<file path="src/rtl/prbs_chk_pkg.sv">
package prbs_chk_pkg;

    localparam int NUM_SLOTS = 24;
    localparam int SLOT_W    = 5;
    localparam int BYTE_W    = 8;
    localparam int PRBS_LEN  = 15;
    localparam int CNT_W     = 8;
    localparam int MISS_W    = $clog2(BYTE_W + 1);

    typedef logic [PRBS_LEN-1:0] prbs_state_t;

    typedef struct packed {
        prbs_state_t       nxt_state;
        logic [MISS_W-1:0] miss;
    } byte_check_t;

    // Walk one byte MSB first through the self-synchronising reference.
    function automatic byte_check_t check_byte(prbs_state_t st, logic [BYTE_W-1:0] din);
        byte_check_t res;
        logic        expct;
        res.nxt_state = st;
        res.miss      = '0;
        for (int i = BYTE_W - 1; i >= 0; i--) begin
            expct = res.nxt_state[PRBS_LEN-1] ^ res.nxt_state[PRBS_LEN-2];
            res.miss = res.miss + MISS_W'(expct ^ din[i]);
            res.nxt_state = {res.nxt_state[PRBS_LEN-2:0], din[i]};
        end
        return res;
    endfunction

endpackage

</file>
<file path="src/rtl/prbs_err_accum.sv">
module prbs_err_accum
    import prbs_chk_pkg::*;
#(
    parameter int C_W = CNT_W
) (
    input  logic              clk,
    input  logic              rst,
    input  logic              cnt_clear,
    input  logic              irq_mask,
    input  logic [MISS_W-1:0] miss,
    output logic [C_W-1:0]    err_count,
    output logic              ovf_flag,
    output logic              irq
);
    localparam logic [C_W:0] CNT_MAX = {1'b0, {C_W{1'b1}}};

    logic [C_W:0] sum;

    assign sum = {1'b0, err_count} + (C_W+1)'(miss);

    always_ff @(posedge clk) begin
        if (rst || cnt_clear) begin
            err_count <= '0;
            ovf_flag  <= 1'b0;
        end else if (sum > CNT_MAX) begin
            err_count <= '1;
            ovf_flag  <= 1'b1;
        end else begin
            err_count <= sum[C_W-1:0];
        end
    end

    assign irq = ovf_flag & ~irq_mask;
endmodule

</file>
<file path="config.mk">
export PLATFORM = sky130hd
export DESIGN_NAME = prbs_err_accum
export DESIGN_NICKNAME = d
export VERILOG_FILES = /design/src/rtl/prbs_chk_pkg.sv /design/src/rtl/prbs_err_accum.sv
export SDC_FILE = /design/constraint.sdc
export NUM_CORES = 1
export LEC_CHECK = 0
export BUFFER_PORTS_ARGS = -buffer_cell sky130_fd_sc_hd__buf_4
export CORE_UTILIZATION = 25
export CTS_BUF_LIST = sky130_fd_sc_hd__clkbuf_4
export CTS_CLUSTER_SIZE = 28
export DETAILED_ROUTE_END_ITERATION = 8
export SYNTH_ARGS = -nofsm -noshare
export SYNTH_HDL_FRONTEND = slang
export SYNTH_SLANG_ARGS = --single-unit
</file>
<file path="constraint.sdc">
create_clock -name clk -period 2.4 [get_ports clk]
set_input_delay 0.12 -clock clk [delete_from_list [all_inputs] [get_ports clk]]
set_output_delay 0.12 -clock clk [all_outputs]
set_load 0.03 [all_outputs]
</file>
==> metrics.md <==
| Metric | Value |
|---|---|
| Slack of the worst reg-to-reg path | 0.52 ns |
| Run status | finished clean |
| Worst-case headroom to the max-slew limit | 0.802 |
| Drt total wl | ~1.1 mm |
| Overall track demand over capacity in global routing | 0.116 |
| Worst Hold Depth | 3 |
| Post-synthesis average cell area | between 9 and 10 um^2 |
| Arrival time at the worst endpoint | 2.03 ns |
| Internal power | 263 uW |
| Terminus of the critical flop-to-flop path | err_count[2] |
| Number of max-cap violations | 0 |
| Leftover overflow at the end of global routing | 0 |
| Fin. Hold Viols | 0 |
| WS Path Type | reg -> reg |
| Detail Route Antenna Nets | 0 |
| Setup repair after global routing missed its margin | no |
| Drt first pass iters | 4 |
| Fraction of synthesized cell area taken by the top area cell type | 0.356 |
| Net switching power | 91.1 uW |
| Later-pin clock latency in the skew report | around 0.25 ns |
| Number of enable flip-flop cells after synthesis | 0 |
| Vias in the first global route | 435 |
| Post-cts gate resize count | 0 |
| Fraction of registers with async set or reset after synthesis | 0 |
| Count of antenna diodes in the layout | 0 |
| Slew @ Worst Pin | 0.296 ns |
| Minimum period implied by the final worst setup slack | 1.88 ns |
| Row cnt | 15 |
| Count of endpoints failing setup in the final report | 0 |
| I/O Pins | 18 |
| Post-CTS repair timing setup buffer count | 0 |
| Maximum clock frequency | between 500 and 600 MHz |
| Total die area | 0.00221 mm^2 |
| Number of filler instances in the final layout | between 150 and 200 |
| Starting DRT DRC Count | 6 |
| Number of buffers inserted during clock tree synthesis | 3 |
| Largest fanout of any net on the critical path | 5 |
| Via count | roughly 470 |
| Number of buffers on the longest clock path | 2 |
| Hpwl dp | 858 um |
| DR vias/cell | between 4 and 5 |
| Clock network power share | 0.349 |
| Commonest cells after routing, fill and taps aside | buf_4 (17), dfxtp_1 (9), nor2_1 (5), o21a_1 (5) |
| CTS tree | built |
| Syn nets | 65 |
| Highest ir drop seen on vdd | 0.198 mV |
| Critical R2R Launch | err_count[0] |
| Combined area of all synthesized cells | 507 um^2 |
| Largest cells by area after synthesis | dfxtp_1 (36%), ha_1 (9.9%), o21a_1 (7.4%), fa_1 (4.0%), nor2_1 (3.7%) |
| Clock Tree Root | clkbuf_4 |
| Overall Power | 354 uW |
| Area of the core | around 0.0018 mm^2 |
| Buffers added on ports | 17 |
| Most common cell after layout, fill and taps aside | buf_4 |
| Sequential cell area fraction in the yosys report | 0.356 |
| Sw Ratio | 0.258 |
| Layout cell share with drive strength beyond 1 | 0.370 |
| Die Y-Extent | 47.0 um |
| Proportion of power drawn by flip-flops and latches | 0.450 |
| Deepest level of the CTS H-tree | 1 |
| Post-detailed-route DRC marker count | 0 |
| Maximum number of pins on one net before global-route repair | 10 |
| Number of standard cells after synthesis | 52 |
| Endpoint, Worst Hold | err_count[0] |
| Routability congestion estimate | 0.664 |
| CTS hold repair buffers | 0 |
| Flop and latch count out of synthesis | 9 |
| Fin. max-slew vios | 0 |
| Worst Setup End Kind | flip-flop |
| Combinational group share of total power | 0.201 |
| First-pass GRT wire length | 1.72 mm |
| Count of unique library cells instantiated by Yosys | 28 |
| Data required, critical path | roughly 2.6 ns |
| Hold path startpoint | rst |
| Worst r2r path cells | 6 |
| Synth warnings | 0 |
| Setup clock skew after layout | ~0.0017 ns |
| Starting density of the core | 0.278 |
| Total Negative Setup Slacks | 0 ns |
| Reported leakage power | 0.000310 uW |
| Net total in the final layout | 87 |
| CTS sink count | 9 |
| Most used flip-flop cell after synthesis | dfxtp_1 |
| Element type at the critical path start | flip-flop |
| Cell taking the most area after synthesis | dfxtp_1 |
| Final period utilization | 0.784 |
| Min-Delay Path Class | in -> reg |
| Clock slew seen by the registers of the worst setup and hold paths | around 0.060 ns |
| Routed len/inst | around 11 um |
| X dimension of the die | 47.0 um |
| Initial antenna violation count | 0 |
| Power per cell area | 509 mW/mm^2 |
| Area growth syn-to-layout | 37.3% |
registers in the layout (all words and copies together) (netlist names):
signal,flops
err_count,8
ovf_flag,1
cells by family (layout without fill, tap and decap cells):
kind of cell,Yosys count,after routing,synth area share
AO/OA/AOI/OAI,19,19,0.291
AND/OR/NAND/NOR,15,15,0.148
flip-flops,9,9,0.356
adder cells (fa/ha/maj),5,5,0.138
multiplexers,2,2,0.0420
XOR/XNOR,1,1,0.0173
buffers and inverters,1,22,0.00740
per-layer routing:
metal	track usage	vias to the layer above	wire length, um
li1	-	241	-
met1	0.133	214	463
met2	0.189	14	557
met3	0.0346	2	49
met4	0.0686	0	18
met5	0	-	0
critical path, cell delays in order, from the launching register on:
cell	delay, ns
dfxtp_1	0.31
ha_1	0.23
fa_1	0.42
a21o_2	0.23
a21oi_2	0.25
nor2_1	0.14
o21a_1	0.20
cell usage after synthesis, types with 2 or more instances:
cell and instances:
o21a_1 5, ha_1 4, nor2b_1 2, nand2_1 2
nor3_1 2, a211oi_1 2, nor2_1 5, a21oi_1 2
dfxtp_1 9
power by group through the flow:
stage               Sequential, uW  Clock [uW]  Combinational [uW]
finish                         159         123                71.2
global route                   160         137                78.1
global placement               163           0                70.0
floorplan                      172           0                35.7
detailed placement             163           0                70.9
CTS                            159         128                71.6
final cells by class:
cell class / instances / area, um^2 / share of cell area
clock buffer: 4 / 30.0 / 0.0432
inverter: 1 / 3.75 / 0.00540
multi-input combinational: 42 / 323 / 0.464
sequential: 9 / 180 / 0.259
tap: 25 / 31.3 / 0.0450
timing repair buffer: 17 / 128 / 0.183
per-stage QoR:
| stage | worst slack (ns) | area, um^2 | utilization | instances | hold WS (ns) |
|---|---|---|---|---|---|
| floorplan | 0.509 | 507 | - | 52 | 0.316 |
| global placement | 0.587 | 666 | 0.366 | 94 | 0.429 |
| detailed placement | 0.528 | 666 | 0.366 | 94 | 0.434 |
| CTS | 0.511 | 696 | 0.382 | 98 | 0.162 |
| global route | 0.415 | 696 | 0.382 | 98 | 0.171 |
| finish | 0.518 | 696 | 0.382 | 98 | 0.166 |
worst max path at each step:
| stage | startpoint | depth (start not counted) | endpoint | slack (ns) |
|---|---|---|---|---|
| after floorplan | err_count[0] | 6 | err_count[2] | 0.51 |
| after global placement | err_count[0] | 6 | err_count[3] | 0.59 |
| after detailed placement | err_count[0] | 6 | err_count[3] | 0.53 |
| after CTS | err_count[0] | 6 | err_count[3] | 0.51 |
| after global routing | err_count[0] | 6 | err_count[3] | 0.42 |
| final | err_count[0] | 6 | err_count[2] | 0.52 |
Power figures use the tool's default switching activity.
